--- config.mk ---
export PLATFORM = sky130hd
export DESIGN_NAME = card_seq_top
export DESIGN_NICKNAME = d
export VERILOG_FILES = /design/src/rtl/cs_pkg.sv /design/src/rtl/cs_step_timer.sv /design/src/rtl/cs_fault_mon.sv /design/src/rtl/cs_seq_fsm.sv /design/src/rtl/card_seq_top.sv
export SDC_FILE = /design/constraint.sdc
export NUM_CORES = 1
export LEC_CHECK = 0
export ABC_CLOCK_PERIOD_IN_PS = 2150
export BUFFER_PORTS_ARGS = -buffer_cell sky130_fd_sc_hd__buf_4
export CAP_MARGIN = 10
export CORE_ASPECT_RATIO = 1.75
export CORE_MARGIN = 4
export CORE_UTILIZATION = 45
export DETAILED_ROUTE_END_ITERATION = 7
export GPL_ROUTABILITY_DRIVEN = 0
export PLACE_DENSITY_LB_ADDON = 0.3
export SYNTH_ARGS = -nofsm -noshare
export SYNTH_HDL_FRONTEND = slang
export SYNTH_SLANG_ARGS = --single-unit
--- constraint.sdc ---
create_clock -name clk -period 2.15 [get_ports clk]
set_input_delay 0.215 -clock clk [delete_from_list [all_inputs] [get_ports clk]]
set_output_delay 0.215 -clock clk [all_outputs]
set_load 0.02 [all_outputs]
--- src/rtl/cs_pkg.sv ---
package cs_pkg;
  typedef enum logic [2:0] {
    ST_IDLE,
    ST_PWR,
    ST_IOREL,
    ST_CLKON,
    ST_ACTIVE,
    ST_DN_RST,
    ST_DN_CLK,
    ST_DN_IO
  } seq_st_t;

  localparam int NFLT     = 5;
  localparam int FI_OVC   = 0;
  localparam int FI_VDD   = 1;
  localparam int FI_VPC   = 2;
  localparam int FI_VCC   = 3;
  localparam int FI_HOT   = 4;
endpackage

--- src/rtl/cs_step_timer.sv ---
module cs_step_timer #(
  parameter int CW = 8
) (
  input  logic          clk,
  input  logic          rst,
  input  logic          restart,
  input  logic [CW-1:0] last,
  output logic          done
);
  localparam logic [CW-1:0] CNT_TOP = '1;

  logic [CW-1:0] cnt_q;

  always_ff @(posedge clk) begin
    if (rst || restart) begin
      cnt_q <= '0;
    end else if (cnt_q != CNT_TOP) begin
      cnt_q <= cnt_q + 1'b1;
    end
  end

  assign done = (cnt_q == last);
endmodule

--- src/rtl/cs_fault_mon.sv ---
module cs_fault_mon #(
  parameter int NF = 5
) (
  input  logic          clk,
  input  logic          rst,
  input  logic [NF-1:0] flt_raw,
  input  logic          card_present,
  input  logic          status_rd,
  output logic [NF-1:0] flags,
  output logic          any_raw,
  output logic          any_lat,
  output logic          irq_n
);
  logic pres_q;
  logic evt;

  assign any_raw = |flt_raw;
  assign any_lat = |flags;
  assign evt     = any_raw | (card_present ^ pres_q);

  always_ff @(posedge clk) begin
    if (rst) begin
      flags  <= '0;
      irq_n  <= 1'b1;
      pres_q <= card_present;
    end else begin
      flags  <= flt_raw | (flags & {NF{~status_rd}});
      irq_n  <= ~(evt | (~irq_n & ~status_rd));
      pres_q <= card_present;
    end
  end

  generate
    for (genvar g = 0; g < NF; g++) begin : g_flag_chk
      p_flag_sticky_r8: assert property (@(posedge clk) disable iff (rst)
        (flags[g] && !status_rd) |=> flags[g]);
      p_flag_set_r8: assert property (@(posedge clk) disable iff (rst)
        flt_raw[g] |=> flags[g]);
    end
  endgenerate

  p_irq_on_fault_r9: assert property (@(posedge clk) disable iff (rst)
    any_raw |=> !irq_n);
endmodule

--- src/rtl/cs_seq_fsm.sv ---
module cs_seq_fsm
  import cs_pkg::*;
#(
  parameter int GAP_CYC = 64,
  parameter int RST_DLY = 400,
  parameter int CW      = 9
) (
  input  logic          clk,
  input  logic          rst,
  input  logic          start_req,
  input  logic          stop_req,
  input  logic          card_present,
  input  logic          vsel_5v,
  input  logic          vcc_good,
  input  logic          any_raw,
  input  logic          any_lat,
  input  logic          tmr_done,
  output logic          tmr_restart,
  output logic [CW-1:0] tmr_last,
  output logic          vcc_en,
  output logic          vcc_5v,
  output logic          io_en,
  output logic          clk_en,
  output logic          card_rst,
  output logic          card_active
);
  localparam logic [CW-1:0] GAP_LAST = CW'(GAP_CYC - 1);
  localparam logic [CW-1:0] RST_LAST = CW'(RST_DLY - 1);

  seq_st_t st_q, st_d;
  logic    abort_w;
  logic    start_ok;

  assign abort_w  = stop_req | ~card_present | any_raw;
  assign start_ok = start_req & card_present & ~any_raw & ~any_lat;

  always_comb begin
    st_d = st_q;
    case (st_q)
      ST_IDLE:   if (start_ok) st_d = ST_PWR;
      ST_PWR: begin
        if (abort_w)       st_d = ST_DN_RST;
        else if (vcc_good) st_d = ST_IOREL;
      end
      ST_IOREL: begin
        if (abort_w)       st_d = ST_DN_RST;
        else if (tmr_done) st_d = ST_CLKON;
      end
      ST_CLKON: begin
        if (abort_w)       st_d = ST_DN_RST;
        else if (tmr_done) st_d = ST_ACTIVE;
      end
      ST_ACTIVE: if (abort_w)  st_d = ST_DN_RST;
      ST_DN_RST: if (tmr_done) st_d = ST_DN_CLK;
      ST_DN_CLK: if (tmr_done) st_d = ST_DN_IO;
      ST_DN_IO:  if (tmr_done) st_d = ST_IDLE;
      default:   st_d = ST_IDLE;
    endcase
  end

  assign tmr_restart = (st_d != st_q);
  assign tmr_last    = (st_q == ST_CLKON) ? RST_LAST : GAP_LAST;

  always_ff @(posedge clk) begin
    if (rst) begin
      st_q        <= ST_IDLE;
      vcc_en      <= 1'b0;
      vcc_5v      <= 1'b0;
      io_en       <= 1'b0;
      clk_en      <= 1'b0;
      card_rst    <= 1'b0;
      card_active <= 1'b0;
    end else begin
      st_q        <= st_d;
      card_active <= (st_d != ST_IDLE);
      if (st_d != st_q) begin
        case (st_d)
          ST_PWR: begin
            vcc_en <= 1'b1;
            vcc_5v <= vsel_5v;
          end
          ST_IOREL:  io_en    <= 1'b1;
          ST_CLKON:  clk_en   <= 1'b1;
          ST_ACTIVE: card_rst <= 1'b1;
          ST_DN_RST: card_rst <= 1'b0;
          ST_DN_CLK: clk_en   <= 1'b0;
          ST_DN_IO:  io_en    <= 1'b0;
          ST_IDLE:   vcc_en   <= 1'b0;
          default: ;
        endcase
      end
    end
  end

  p_clk_needs_io_r3: assert property (@(posedge clk) disable iff (rst)
    clk_en |-> (io_en && vcc_en));
  p_rst_needs_clk_r3: assert property (@(posedge clk) disable iff (rst)
    card_rst |-> clk_en);
  p_v5_hold_r4: assert property (@(posedge clk) disable iff (rst)
    vcc_en |=> (!vcc_en || $stable(vcc_5v)));
  p_rst_drop_r5: assert property (@(posedge clk) disable iff (rst)
    (card_rst && (stop_req || !card_present || any_raw)) |=> !card_rst);
  p_lat_blocks_r2: assert property (@(posedge clk) disable iff (rst)
    (!vcc_en && any_lat) |=> !vcc_en);
  p_clk_after_rst_r6: assert property (@(posedge clk) disable iff (rst)
    $fell(clk_en) |-> !card_rst);
  p_vcc_last_r6: assert property (@(posedge clk) disable iff (rst)
    $fell(vcc_en) |-> (!io_en && !clk_en && !card_rst));
  p_active_r10: assert property (@(posedge clk) disable iff (rst)
    vcc_en |-> card_active);
endmodule

--- src/rtl/card_seq_top.sv ---
module card_seq_top
  import cs_pkg::*;
#(
  parameter int GAP_CYC = 64,
  parameter int RST_DLY = 400
) (
  input  logic       clk,
  input  logic       rst,
  input  logic       start_req,
  input  logic       stop_req,
  input  logic       card_present,
  input  logic       vsel_5v,
  input  logic       vcc_good,
  input  logic       flt_overcur,
  input  logic       flt_vdd,
  input  logic       flt_vpc,
  input  logic       flt_vcc,
  input  logic       flt_hot,
  input  logic       status_rd,
  output logic       vcc_en,
  output logic       vcc_5v,
  output logic       io_en,
  output logic       clk_en,
  output logic       card_rst,
  output logic       card_active,
  output logic [4:0] fault_flags,
  output logic       irq_n
);
  localparam int MAXV = (GAP_CYC > RST_DLY) ? GAP_CYC : RST_DLY;
  localparam int CW   = $clog2(MAXV + 1);

  logic [NFLT-1:0] flt_raw;
  logic            any_raw, any_lat;
  logic            tmr_restart, tmr_done;
  logic [CW-1:0]   tmr_last;

  always_comb begin
    flt_raw         = '0;
    flt_raw[FI_OVC] = flt_overcur;
    flt_raw[FI_VDD] = flt_vdd;
    flt_raw[FI_VPC] = flt_vpc;
    flt_raw[FI_VCC] = flt_vcc;
    flt_raw[FI_HOT] = flt_hot;
  end

  cs_fault_mon #(.NF(NFLT)) u_fmon (
    .clk          (clk),
    .rst          (rst),
    .flt_raw      (flt_raw),
    .card_present (card_present),
    .status_rd    (status_rd),
    .flags        (fault_flags),
    .any_raw      (any_raw),
    .any_lat      (any_lat),
    .irq_n        (irq_n)
  );

  cs_step_timer #(.CW(CW)) u_tmr (
    .clk     (clk),
    .rst     (rst),
    .restart (tmr_restart),
    .last    (tmr_last),
    .done    (tmr_done)
  );

  cs_seq_fsm #(.GAP_CYC(GAP_CYC), .RST_DLY(RST_DLY), .CW(CW)) u_fsm (
    .clk          (clk),
    .rst          (rst),
    .start_req    (start_req),
    .stop_req     (stop_req),
    .card_present (card_present),
    .vsel_5v      (vsel_5v),
    .vcc_good     (vcc_good),
    .any_raw      (any_raw),
    .any_lat      (any_lat),
    .tmr_done     (tmr_done),
    .tmr_restart  (tmr_restart),
    .tmr_last     (tmr_last),
    .vcc_en       (vcc_en),
    .vcc_5v       (vcc_5v),
    .io_en        (io_en),
    .clk_en       (clk_en),
    .card_rst     (card_rst),
    .card_active  (card_active)
  );
endmodule

Yosys cells after proc, flatten, opt, wreduce, memory -nomap -nowiden
Index checks and enable logic that the tools add are counted.

storage, ports and cells
  output and inout port bits = 12
  input bits = 13
  word-level logic and storage cells = 78
  register bits after elaboration = 25

cells by class
  mux-type cells = 17
  add/subtract/negate cells = 1
  reduce and logical (&&, ||, !) cells = 15
  equality and inequality tests = 17
  bitwise operators = 17

operators by type and width
  operator               count
  $mux W3                11
  $eq A3 B3 Y1 const B   8
  $pmux W3 S8            1
  $eq A3 B2 Y1 const B   4
  $reduce_and A2 Y1      5
  $reduce_or A5 Y1       2
  $add A9 B1 Y9 const B  1
  $eq A9 B9 Y1           1
  $mux W9                1
  $ne A9 B9 Y1 const B   1
  $pmux W1 S2            4
  $reduce_bool A2 Y1     4
  $eq A3 B1 Y1 const B   2
  $logic_not A3 Y1       2
  $not A1 Y1             6
  $and A5 B5 Y5          1
  $or A5 B5 Y5           1
  $and A1 B1 Y1          4
  $or A1 B1 Y1           4
  $ne A3 B3 Y1           1
  $reduce_bool A3 Y1     1
  $logic_or A1 B1 Y1     1
  $xor A1 B1 Y1          1

Logic depth before layout (Yosys ltp)
  word-level depth = 9
  gate-level depth with buffers = 10
  mapped depth without buffers = 10

Cells and area by module
Synthesis repeated with hierarchy kept, for this count alone.

unflattened totals
  cells, all modules = 172
  area, all modules = 1,422.6 µm²

modules (own cells, without submodules)
  module         sequential area each (µm²)  area each (µm²)  instances  cells an instance
  cs_seq_fsm     180.2                       621.8            1          83
  cs_step_timer  180.2                       535.5            1          58
  cs_fault_mon   140.1                       265.3            1          31

Worst setup path after synthesis
Ideal clock, no wire load.

  path kind = register to register
  from = register u_tmr.cnt_q[1]
  to = register u_fsm.vcc_5v
  arrival = 1,677 ps
  stages on the path, launching flop included = 9
  required time = 2,091 ps
  setup slack = 414 ps
  clock period less this slack = 1,736 ps
  buffers on the path = 1
  setup time = 59 ps
  cell sequence = dfxtp_1 ha_1 and4b_1 and3_1 buf_2 nand3_1 nand2_1 nor4bb_1 a31o_1

on the way
  longest elaborated chain between the ends = 6
  elaborated cells on any way between the ends = 12
  classes of those cells = eq/ne (3); mux (8); reduce/logical (1)

RTL lines
  item                                                 line                                RTL
  start: declaration                                   cs_step_timer.sv:12                 logic [CW-1:0] cnt_q;
  start signal: assignment                             cs_step_timer.sv:18                 cnt_q <= cnt_q + 1'b1;
  $eq A9 B9 Y1 (*)                                     cs_step_timer.sv:22                 assign done = (cnt_q == last);
  $mux W3 (on tied branches)                           cs_seq_fsm.sv:51, cs_seq_fsm.sv:47
  $mux W3 (on tied branches)                           cs_seq_fsm.sv:50, cs_seq_fsm.sv:46
  $pmux W3 S8 (*)                                      cs_seq_fsm.sv:39                    case (st_q)
  $ne A3 B3 Y1 / $eq A3 B1 Y1 (equally long branches)  cs_seq_fsm.sv:76, cs_seq_fsm.sv:77
  $reduce_and A2 Y1 (no line) (*)                      -
  end signal: assignment                               cs_seq_fsm.sv:80                    vcc_5v <= vsel_5v;
  end: declaration                                     cs_seq_fsm.sv:21                    output logic vcc_5v,

Mark *: on every way between the ends. The rest lies on a longest branch, timed or not.
A chain may end at the register's enable or synchronous reset.

Final worst setup path
Ends and elaborated chain as after synthesis.

==> results.toml <==
[critical_path]
cp.required_ns = 2.37
path_class = "reg -> reg"
critPathMaxFanout = 6
start_kind = "register"
cp.depth = 7
crit_path_max_incr_delay_ns = 0.38
cp_slowest_cell = "and4b_1"
crit_family = "simple AND/OR/NAND/NOR gates"
worstReg2RegStart = "u_tmr.cnt_q[1]"
critPathCaptureType = "register"
worstPathCellList = "ha_1, and4b_1, and3_1, nand3_1, nand2_1, nor4bb_1, a31o_1"
path_buf_inv = 0
critPathArrivalTime_ns = 2.19
crit_path_start = "u_tmr.cnt_q[1]"
rr_worst_depth = 7

[sta]
hold_slack_ns = 0.0799
hold_violations = 0
clock_skew_ns = 0.00162
drv_slew = 0
tightestPinTransition_ns = 0.395
rsz0062_at_grt = "no"
fmax_mhz = 508
tns_ns = 0
final-setup-viol-count = 0
fin_crit_ns = 1.97
fin_crit_sh = 0.916
layout_setup_ws_ns = 0.181
relSlewSlack = 0.736

[logic_synthesis]
synth-async-reset-ratio = 0
mappedNetlistNets = 169
syn-cell-area_sq_mm = 0.00139
synth_cells = 154
synth_flop_cell = "dfxtp_1"
ys_seq_elements = 25
yosys-top-cells-count = "25 x dfxtp_1, 24 x nor2_1, 13 x a21oi_1"
synth.most_common_cell = "dfxtp_1"
yosys_warnings = 0
yosys-top-cells-area = "dfxtp_1 36%, nor2_1 6.5%, a21oi_1 4.7%, nand2_1 3.0%, xnor2_1 2.5%"
synth_top_cell_area_share = 0.360
synth-seq-area-share = 0.360
yosys.area.top_type = "dfxtp_1"
synth_area_per_cell_sq_um = 9.03
synth_edf_count = 0
synth_cell_types = 55

[clock_network]
tritoncts = "yes"
clockBufferDepth = 2
cts_sinks = 25
post_cts_buffers = 0
postCtsHoldBufs = 0
cts.reportedPaths.clkPinSlew_ns = 0.09
clkLatencyLatePin_ns = 0.27
cts_inserted_buffers = 3
cts_resized = 0
cts_max_level = 1
cts-root-buf = "clkbuf_8"

[run]
drv_cap = 0

[global_routing]
grt_max_degree = 15
grt_pass1_vias = 1299
globalRoute.totalOverflow = 0
globalRouteTotalUtil = 0.178
grt_pass1_wl_mm = 5.62
antenna_found_initial = 0

[power_and_ir_drop]
p_per_area_mw_per_mm2 = 608
p_leak_nw = 0.628
ir_drop_mv = 0.588
power_mw = 1.02

[floorplanning]
dieArea_sq_mm = 0.00408
row_count = 26
start_util = 0.470
io_pins = 25
die_x_microns = 50.0
core-area_sq_mm = 0.00296
die_y_microns = 81.6

[finish]
fillers = 260
area_growth_pct = 20.1
nets = 197
drive_gt1_frac = 0.265
stdcell_count = 223
n_antenna_cell = 0

[place]
io_buffers = 24
post-place-cells = 219
hpwl_mm = 2.61
place_ws_ns = 0.216

[hold_path]
min_from = "card_present"
hp-class = "in -> reg"
min_path_cells = 1

[drt]
dr_total_vias = 1241
avgViaCountPerCell = 5.57
drc = 0
dr.pass1.iters = 5
drt_iter0_drc = 39
routedWlPerCell_microns = 14.7
ant_nets = 0
wl_mm = 3.29

[status]
status = "finished, final reports clean"
==> routing by layer <==
metal,GRT usage,vias to the layer above,routed length (microns)
li1,-,617,-
met1,0.167,586,1250
met2,0.355,30,1830
met3,0.0290,8,98
met4,0.0970,0,99
met5,0,-,0
==> state kept, by name, summed over array words and instances (netlist names) <==
signal and count:
u_tmr.cnt_q 9, u_fsm.card_rst 1, u_fmon.flags 5, u_fsm.vcc_5v 1
u_fsm.vcc_en 1, u_fsm.clk_en 1, u_fsm.card_active 1, u_fsm.st_q 3
u_fsm.io_en 1, u_fmon.pres_q 1, u_fmon.irq_n 1
==> logic make-up after synthesis <==
group | synth area share
AO/OA/AOI/OAI | 0.223
XOR/XNOR | 0.0504
adder cells (fa/ha/maj) | 0.0180
buffers and inverters | 0.0387
flip-flops | 0.360
multiplexers | 0.0252
AND/OR/NAND/NOR | 0.285
==> path summary, 6_finish.rpt <==
path                        end  slack [ns]
hold / removal    u_fmon.pres_q        0.08
setup reg to reg   u_fsm.vcc_5v        0.18
setup / recovery   u_fsm.vcc_5v        0.18
hold reg to reg    u_fsm.vcc_en        0.47
==> cell type report <==
type / instances / area (sq um) / share of cell area
inverter: 5 / 18.8 / 0.0112
timing repair buffer: 29 / 218 / 0.130
multi-input combinational: 118 / 837 / 0.501
clock buffer: 4 / 45.0 / 0.0269
sequential: 25 / 500 / 0.299
tap: 42 / 52.6 / 0.0314
==> placed cells by master (no fill, tap or decap), types with 2 or more instances in the layout <==
master and n:
nor2_1 24, nand3b_1 2, dfxtp_1 25, nand3_1 6, xor2_1 4, clkbuf_8 3
nor2b_1 3, xnor2_1 4, nand2_1 11, nand2b_1 2, o21ai_0 4, nand4_1 3
mux2i_1 2, inv_1 5, a21oi_1 13, buf_4 29, nor3_1 2, ha_1 2
==> power by group <==
part           total, mW  internal (mW)  switching (mW)
logic              0.214         0.0934           0.120
registers          0.520          0.492          0.0281
clock network      0.283          0.133           0.150
total               1.02          0.718           0.298
==> per-stage QoR <==
stage / cell area (sq um) / util
floorplan: 1390 / -
global placement: 1630 / 0.549
detailed placement: 1630 / 0.549
CTS: 1670 / 0.565
global route: 1670 / 0.565
finish: 1670 / 0.565
No activity file was read; power rests on OpenSTA's default activity.
